**src/rtl/vc_credit_pkg.sv**
```systemverilog
package vc_credit_pkg;

  typedef enum logic [1:0] {
    CNT_HOLD = 2'd0,
    CNT_TAKE = 2'd1,
    CNT_GIVE = 2'd2
  } cnt_op_e;

  // A send and a credit on the same VC in the same cycle cancel out.
  function automatic cnt_op_e cnt_op(input logic take, input logic give);
    if (take && give) return CNT_HOLD;
    if (take)         return CNT_TAKE;
    if (give)         return CNT_GIVE;
    return CNT_HOLD;
  endfunction

endpackage

```
**src/rtl/vc_credit_counter.sv**
```systemverilog
module vc_credit_counter
  import vc_credit_pkg::*;
#(
  parameter int DEPTH = 6
) (
  input  logic clk,
  input  logic rst_n,
  input  logic take,
  input  logic give,
  output logic has_credit
);
  localparam int CW = $clog2(DEPTH + 1);
  localparam logic [CW-1:0] FULL = CW'(DEPTH);

  logic [CW-1:0] level;
  cnt_op_e       op;

  always_comb op = cnt_op(take, give);

  always_ff @(posedge clk or negedge rst_n) begin
    if (!rst_n) begin
      level <= FULL;
    end else begin
      unique case (op)
        CNT_TAKE: level <= level - 1'b1;
        CNT_GIVE: level <= (level == FULL) ? level : level + 1'b1;
        default:  level <= level;
      endcase
    end
  end

  assign has_credit = (level != '0);


  no_overflow_chk: assert property (@(posedge clk) disable iff (!rst_n)
    give && !take |-> level != FULL);

  zero_send_chk: assert property (@(posedge clk) disable iff (!rst_n)
    level == '0 |-> !take);

  dec_chk: assert property (@(posedge clk) disable iff (!rst_n)
    take && !give |=> level == $past(level) - 1'b1);

  same_cycle_chk: assert property (@(posedge clk) disable iff (!rst_n)
    take && give |=> level == $past(level));

  idle_hold_chk: assert property (@(posedge clk) disable iff (!rst_n)
    !take && !give |=> $stable(level));

endmodule

```
**src/rtl/vc_credit_bank.sv**
```systemverilog
module vc_credit_bank #(
  parameter int NUM_VC = 4,
  parameter int DEPTH  = 6,
  parameter int VCW    = 2
) (
  input  logic              clk,
  input  logic              rst_n,
  input  logic              in_valid,
  input  logic [VCW-1:0]    in_vc,
  input  logic              crd_valid,
  input  logic [VCW-1:0]    crd_vc,
  output logic [NUM_VC-1:0] vc_ready,
  output logic              accept
);
  logic [NUM_VC-1:0] take;
  logic [NUM_VC-1:0] give;

  for (genvar g = 0; g < NUM_VC; g++) begin : g_vc
    assign take[g] = in_valid && (in_vc == VCW'(g)) && vc_ready[g];
    assign give[g] = crd_valid && (crd_vc == VCW'(g));

    vc_credit_counter #(.DEPTH(DEPTH)) u_cnt (
      .clk        (clk),
      .rst_n      (rst_n),
      .take       (take[g]),
      .give       (give[g]),
      .has_credit (vc_ready[g])
    );
  end

  assign accept = |take;


  one_vc_chk: assert property (@(posedge clk) disable iff (!rst_n)
    $onehot0(take) && $onehot0(give));

endmodule

```
**src/rtl/vc_flit_stage.sv**
```systemverilog
module vc_flit_stage #(
  parameter int VCW = 2,
  parameter int DW  = 32
) (
  input  logic           clk,
  input  logic           rst_n,
  input  logic           accept,
  input  logic [VCW-1:0] in_vc,
  input  logic [DW-1:0]  in_data,
  output logic           flit_valid,
  output logic [VCW-1:0] flit_vc,
  output logic [DW-1:0]  flit_data
);
  always_ff @(posedge clk or negedge rst_n) begin
    if (!rst_n) begin
      flit_valid <= 1'b0;
      flit_vc    <= '0;
      flit_data  <= '0;
    end else begin
      flit_valid <= accept;
      if (accept) begin
        flit_vc   <= in_vc;
        flit_data <= in_data;
      end
    end
  end


  fwd_chk: assert property (@(posedge clk) disable iff (!rst_n)
    accept |=> flit_valid && flit_vc == $past(in_vc) && flit_data == $past(in_data));

  blocked_chk: assert property (@(posedge clk) disable iff (!rst_n)
    !accept |=> !flit_valid);

endmodule

```
**src/rtl/vc_credit_return.sv**
```systemverilog
module vc_credit_return #(
  parameter int VCW = 2
) (
  input  logic           clk,
  input  logic           rst_n,
  input  logic           free_valid,
  input  logic [VCW-1:0] free_vc,
  output logic           crd_valid,
  output logic [VCW-1:0] crd_vc
);
  always_ff @(posedge clk or negedge rst_n) begin
    if (!rst_n) begin
      crd_valid <= 1'b0;
      crd_vc    <= '0;
    end else begin
      crd_valid <= free_valid;
      if (free_valid) crd_vc <= free_vc;
    end
  end


  credit_ret_chk: assert property (@(posedge clk) disable iff (!rst_n)
    free_valid |=> crd_valid && crd_vc == $past(free_vc));

  no_spurious_chk: assert property (@(posedge clk) disable iff (!rst_n)
    !free_valid |=> !crd_valid);

endmodule

```
**src/rtl/vc_credit_link.sv**
```systemverilog
module vc_credit_link #(
  parameter int NUM_VC = 4,
  parameter int DEPTH  = 6,
  parameter int DW     = 32,
  localparam int VCW   = (NUM_VC > 1) ? $clog2(NUM_VC) : 1
) (
  input  logic              clk,
  input  logic              rst_n,
  input  logic              in_valid,
  input  logic [VCW-1:0]    in_vc,
  input  logic [DW-1:0]     in_data,
  output logic [NUM_VC-1:0] vc_ready,
  output logic              flit_valid,
  output logic [VCW-1:0]    flit_vc,
  output logic [DW-1:0]     flit_data,
  input  logic              crd_in_valid,
  input  logic [VCW-1:0]    crd_in_vc,
  input  logic              ds_free_valid,
  input  logic [VCW-1:0]    ds_free_vc,
  output logic              crd_out_valid,
  output logic [VCW-1:0]    crd_out_vc
);
  logic accept;

  vc_credit_bank #(.NUM_VC(NUM_VC), .DEPTH(DEPTH), .VCW(VCW)) u_bank (
    .clk       (clk),
    .rst_n     (rst_n),
    .in_valid  (in_valid),
    .in_vc     (in_vc),
    .crd_valid (crd_in_valid),
    .crd_vc    (crd_in_vc),
    .vc_ready  (vc_ready),
    .accept    (accept)
  );

  vc_flit_stage #(.VCW(VCW), .DW(DW)) u_flit (
    .clk        (clk),
    .rst_n      (rst_n),
    .accept     (accept),
    .in_vc      (in_vc),
    .in_data    (in_data),
    .flit_valid (flit_valid),
    .flit_vc    (flit_vc),
    .flit_data  (flit_data)
  );

  vc_credit_return #(.VCW(VCW)) u_ret (
    .clk        (clk),
    .rst_n      (rst_n),
    .free_valid (ds_free_valid),
    .free_vc    (ds_free_vc),
    .crd_valid  (crd_out_valid),
    .crd_vc     (crd_out_vc)
  );

endmodule

```
**config.mk**
```make
export PLATFORM = sky130hd
export DESIGN_NAME = vc_credit_link
export DESIGN_NICKNAME = d
export VERILOG_FILES = /design/src/rtl/vc_credit_pkg.sv /design/src/rtl/vc_credit_counter.sv /design/src/rtl/vc_credit_bank.sv /design/src/rtl/vc_flit_stage.sv /design/src/rtl/vc_credit_return.sv /design/src/rtl/vc_credit_link.sv
export SDC_FILE = /design/constraint.sdc
export NUM_CORES = 1
export LEC_CHECK = 0
export BUFFER_PORTS_ARGS = -buffer_cell sky130_fd_sc_hd__buf_4
export CORE_MARGIN = 2
export CORE_UTILIZATION = 50
export DETAILED_ROUTE_END_ITERATION = 7
export PLACE_DENSITY = 0.86
export SYNTH_ARGS = -nofsm -noshare
export SYNTH_HDL_FRONTEND = slang
export SYNTH_HIERARCHICAL = 1
export SYNTH_SLANG_ARGS = --single-unit
```
**constraint.sdc**
```tcl
create_clock -name clk -period 4.83 [get_ports clk]
set_input_delay 0.2415 -clock clk [delete_from_list [all_inputs] [get_ports clk]]
set_output_delay 0.2415 -clock clk [all_outputs]
set_load 0.02 [all_outputs]
```
# --- Word level (Yosys, flattened, before mapping) ---
# Cells that the tools add are included.
word_totals:
  out_inout_bits: 42
  elab_cells: 126
  in_bits: 43
  ff_bits: 50
classes:
  muxes: 56
  n_eq_ne: 22
  add_sub_neg: 8
  n_reduce_logical: 31
op_table:
  columns: ["operator", "count"]
  rows:
  - ["two-way mux 2 bit", 24]
  - ["two-way mux 1 bit", 24]
  - ["one-hot mux 3 bit (2 select lines)", 4]
  - ["== test 2 bit (second input constant)", 8]
  - ["logical AND 1 bit", 16]
  - ["adder 3 x 1 -> 3 bit (second input constant)", 4]
  - ["== test 2 x 1 -> 1 bit (second input constant)", 6]
  - ["== test 3 bit (second input constant)", 4]
  - ["two-way mux 3 bit", 4]
  - ["nonzero test 3 bit", 4]
  - ["subtractor 3 x 1 -> 3 bit (second input constant)", 4]
  - ["!= test 2 bit (second input constant)", 4]
  - ["AND reduction 2 bit", 4]
  - ["nonzero test 2 bit", 4]
  - ["logical NOT 2 bit", 2]
  - ["OR reduction 4 bit", 1]

# --- Depth between registers and ports, before layout ---
logic_depth:
  word_depth: 14
  ltp_mapped: 8

# --- By module ---
# The synthesis kept the hierarchy.
modules_own_cells:
  columns: ["mod", "area_each_um2", "instances", "cells_each"]
  rows:
  - ["vc_flit_stage", 1442.6, 1, 73]
  - ["vc_credit_counter", 219.0, 4, 23]
  - ["vc_credit_return", 97.6, 1, 5]
  - ["vc_credit_bank", 81.3, 1, 10]

# --- Worst setup path after synthesis ---
# No wires, ideal clock.
synth_timing:
  path_type: "flip-flop to flip-flop"
  start: "register u_bank.g_vc[3].u_cnt.level[0]"
  end: "register u_flit.flit_data[10]"
  t_arrival_ns: 2.339
  setup_time_ns: 0.125
  stages_incl_launch_ff: 7
  slack_ns: 2.366
  path_cell_list: "dfrtp_1 or3_1 and4_2 or4_1 buf_6 buf_12 mux2_4"
synth_via:
  elab_chain_len: 3
synth_rtl:
  columns: ["item", "line_no", "source"]
  rows:
  - ["from (decl)", "vc_credit_counter.sv:15", "logic [CW-1:0] level;"]
  - ["from (signal assigned)", "vc_credit_counter.sv:25", "CNT_TAKE: level <= level - 1'b1;"]
  - ["from (signal assigned)", "vc_credit_counter.sv:26", "CNT_GIVE: level <= (level == FULL) ? level : level + 1'b1;"]
  - ["from (signal assigned)", "vc_credit_counter.sv:27", "default: level <= level;"]
  - ["nonzero test 3 bit", "vc_credit_counter.sv:32", "assign has_credit = (level != '0);"]
  - ["named net vc_ready[3]", "vc_credit_link.sv:12", "output logic [NUM_VC-1:0] vc_ready,"]
  - ["logical AND 1 bit", "vc_credit_bank.sv:19", "assign take[g] = in_valid && (in_vc == VCW'(g)) && vc_ready[g];"]
  - ["named net u_bank.take[3]", "vc_credit_bank.sv:15", "logic [NUM_VC-1:0] take;"]
  - ["OR reduction 4 bit", "vc_credit_bank.sv:31", "assign accept = |take;"]
  - ["named net accept", "vc_credit_link.sv:23", "logic accept;"]
  - ["to (signal assigned)", "vc_flit_stage.sv:23", "flit_data <= in_data;"]
  - ["to (decl)", "vc_flit_stage.sv:12", "output logic [DW-1:0] flit_data"]
# The timed path passes the listed nets, and every way through them passes these cells.
# A chain may end at the register's enable or synchronous reset.

# --- Worst setup path after layout ---
layout_timing:
  start: "register u_bank.g_vc[2].u_cnt.level[0]"
  end: "register u_flit.flit_data[16]"
layout_via:
  elab_chain_len: 3
layout_rtl:
  columns: ["item", "line_no"]
  rows:
  - ["from (decl)", "vc_credit_counter.sv:15"]
  - ["from (signal assigned)", "vc_credit_counter.sv:25"]
  - ["from (signal assigned)", "vc_credit_counter.sv:26"]
  - ["from (signal assigned)", "vc_credit_counter.sv:27"]
  - ["nonzero test 3 bit", "vc_credit_counter.sv:32"]
  - ["logical AND 1 bit", "vc_credit_bank.sv:19"]
  - ["named net u_bank.take[2]", "vc_credit_bank.sv:15"]
  - ["OR reduction 4 bit", "vc_credit_bank.sv:31"]
  - ["named net accept", "vc_credit_link.sv:23"]
# The timed path passes the listed nets, and every way through them passes these cells.

==> metrics.txt <==
Core Util, Final 0.6853; Antenna Cells 0; DRT iter0 DRCs a little over 100; layout cells sized above 1 0.5428; WL final ~5600 microns; top cells by area, synth dfrtp_1 (42%), mux2_4 (18%), dfstp_2 (8.4%); routed length per placed instance 16.53 microns; overall global routing resource usage 0.2027; Synth-to-Final Area Change 30.46%; Cell variety after synth 31; CTS Root Cell clkbuf_8; syn_nets between 200 and 250; clock buffer depth 2; Core ar. ~0.0048 sq mm; Seq/Total Area, Yosys 0.5050; #FFs+latches synth 50; Int Pwr 1.216 mW; row cnt 25; FF-to-FF End u_flit/flit_data[16]; Synth Cell Area ~0.0025 sq mm; crit-path max FO 35; total CTS buffers 5; final hold vios 0; Slew Viols, Final 0; vias in the first global route between 1500 and 2000; TritonCTS clock tree done; Logic pwr share 0.453; worst-margin pin slew 1049 ps; Final Net Count 315; vias per cell roughly 5.2; share of the synthesized area in the top cell type 0.4208; hold path depth 1; cell leakage power 1.543 nW; startpoint class of the critical path register; Worst Path Required between 5000 and 6000 ps; Sw Pwr between 600 and 700 uW; CTS resizes 0; initial antenna violation count 0; total number of vias about 1800; die area approximately 0.0056 sq mm; Detailed Routing Iterations Pass 1 4; Setup Crit Path Kind reg -> reg; port bufs 84; Hold EP u_ret/crd_valid; pwr/cell area around 580 mW/mm^2; HP Class in -> reg; Yosys warning count 6; hold_sp ds_free_valid; Initial Util 0.5253; maximum vdd ir drop ~0.27 mV; largest net degree at the start of global routing 51; Final Critical Period slightly below 3000 ps; Worst Reg-to-Reg Cells 4; syn_area_per_cell 13.87 sq um; die extent in x approximately 75 microns; DRC viols 0; fmax about 340 MHz; unrepaired setup endpoints after global routing no; number of fillers in the final layout 354; first-pass GRT wire length between 8000 and 9000 microns; Die H around 75 microns; total grt overflow 0; io pins 85; Final HPWL DP a little over 4000 microns; Max Clock Skew ~6.4 ps; Antenna Violating Nets Remaining 0; Mapped Cells 180; r2r setup slk 1900 ps; Yosys top cell by area dfrtp_1; Setup crit end kind register; Max Cap Viol 0; Num Clock Sinks 50; slew margin rel. 0.3009; Clock Latency Late Sink between 200 and 300 ps; placed cells approximately 330; H-tree depth 2; Finish-stage setup viols 0; run status finished clean; Tcrit/Tclk final 0.6060; FF-to-FF Start u_bank/g_vc[2].u_cnt/level[0]; Critical Path AT a little over 3000 ps; GPL Wtd Cong a little over 0.8; Sum Neg Setup Slack 0 ps; clock-pin transition on the worst setup and hold timing paths 90 ps; part of the power in registers 0.396; hold_ws around 78 ps; clock share of power 0.151; non-filler instance count after layout roughly 340; Net Sw Frac 0.3595
[per-stage QoR]
stage	instance area [sq um]	total power [mW]	setup slack (ps)
6_report	3258	1.899	1903
4_1_cts	3258	1.909	1899
3_3_place_gp	3142	1.578	1940
5_1_grt	3258	2.020	1799
2_1_floorplan	2497	1.305	2366
3_5_place_dp	3142	1.617	1898
[cells in the mapped netlist]
library cell and number:
a211oi_1 4, a21oi_1 12, a221oi_1 4, a22o_1 4, a31oi_1 4, and3_1 1
and3b_1 1, and4_2 1, and4b_1 1, and4b_2 1, and4bb_2 1, buf_12 3
buf_6 1, dfrtp_1 42, dfstp_2 8, ha_1 4, inv_1 4, mux2_2 6
mux2_4 30, nand2_1 5, nand2b_1 4, nor2_1 5, nor2b_1 4, nor2b_4 8
nor3b_1 1, o21ai_0 4, o21ai_1 4, or2_1 4, or3_1 4, or4_1 1
xnor2_1 4
[how the worst max path moves through the flow]
| stage | start | to | slack (ps) | cells past startpoint |
|---|---|---|---|---|
| finish | u_bank/g_vc[2].u_cnt/level[0] | u_flit/flit_data[16] | 1900 | 4 |
| global route | u_bank/g_vc[3].u_cnt/level[0] | u_flit/flit_data[10] | 1800 | 4 |
| CTS | u_bank/g_vc[2].u_cnt/level[0] | u_flit/flit_data[10] | 1900 | 4 |
| detailed placement | u_bank/g_vc[2].u_cnt/level[0] | u_flit/flit_data[10] | 1900 | 4 |
| global placement | u_bank/g_vc[3].u_cnt/level[0] | u_flit/flit_data[11] | 1940 | 4 |
| floorplan | u_bank/g_vc[3].u_cnt/level[0] | u_flit/flit_data[10] | 2370 | 6 |
[repair_timing]
action / 4_1_cts / 5_1_grt
endpoints found under the hold margin: 42 / 0
hold buffers: 1 / 0
setup buffers: 0 / 0
[critical path: stages, from the launching register on]
cell and delay, ps:
dfrtp_1 440, or3_1 410, and4b_1 280, or4_2 1200
mux2_4 470
[power groups by stage]
| stage | logic [mW] | registers (mW) | clock network, mW |
|---|---|---|---|
| floorplan | 0.439 | 0.866 | 0 |
| global placement | 0.834 | 0.744 | 0 |
| detailed placement | 0.862 | 0.755 | 0 |
| CTS | 0.865 | 0.750 | 0.294 |
| global route | 0.931 | 0.775 | 0.314 |
| finish | 0.860 | 0.753 | 0.287 |
[placed cells by master, fill, tap and decap left out, types with 2 or more instances in the layout]
cell type and n:
buf_4 84, nor2_1 5, clkbuf_8 5, or2_1 4
nor2b_4 8, dfrtp_1 42, o21ai_0 4, nand2b_1 4
xnor2_1 4, o21ai_1 4, inv_1 4, dfstp_2 8
a31oi_1 4, nor2b_1 4, mux2_2 6, mux2_4 30
ha_1 4, a21oi_1 12, a211oi_1 4, or3_1 4
clkbuf_1 2, a221oi_1 4, nand2_1 5, a22o_1 4
[state kept, by name, indices dropped and copies added, names as in the netlist]
| name | count |
|---|---|
| u_bank/g_vc.u_cnt/level | 12 |
| u_flit/flit_data | 32 |
| u_flit/flit_valid | 1 |
| u_flit/flit_vc | 2 |
| u_ret/crd_valid | 1 |
| u_ret/crd_vc | 2 |
[routing by layer]
metal,track usage,up-vias,share of wire
met2,0.3343,72,0.49
li1,-,829,-
met4,0.04167,0,0.0068
met5,0,-,0
met1,0.2726,844,0.43
met3,0.05355,5,0.080
[logic make-up after synthesis]
family | Yosys count | synth area share
xor gates and xnor gates | 4 | 0.01403
muxes | 36 | 0.2074
AOI/OAI and AO/OA | 36 | 0.09018
DFF | 50 | 0.5050
adders and majority gates | 4 | 0.02004
buffers and inverters | 8 | 0.03457
and+or+nand+nor | 42 | 0.1288
[cell type report]
type                    count  area (sq um)  share of cell area
clock buffers               7         76.32             0.02343
repair buffers             85         640.6              0.1966
inverters                   4         15.01            0.004608
multi-input cells         122          1151              0.3533
flip-flops and latches     50          1261              0.3871
well taps                  67         83.83             0.02573
clock inverters             1         30.03            0.009217
Note: power is estimated with default switching activity, not from simulation.
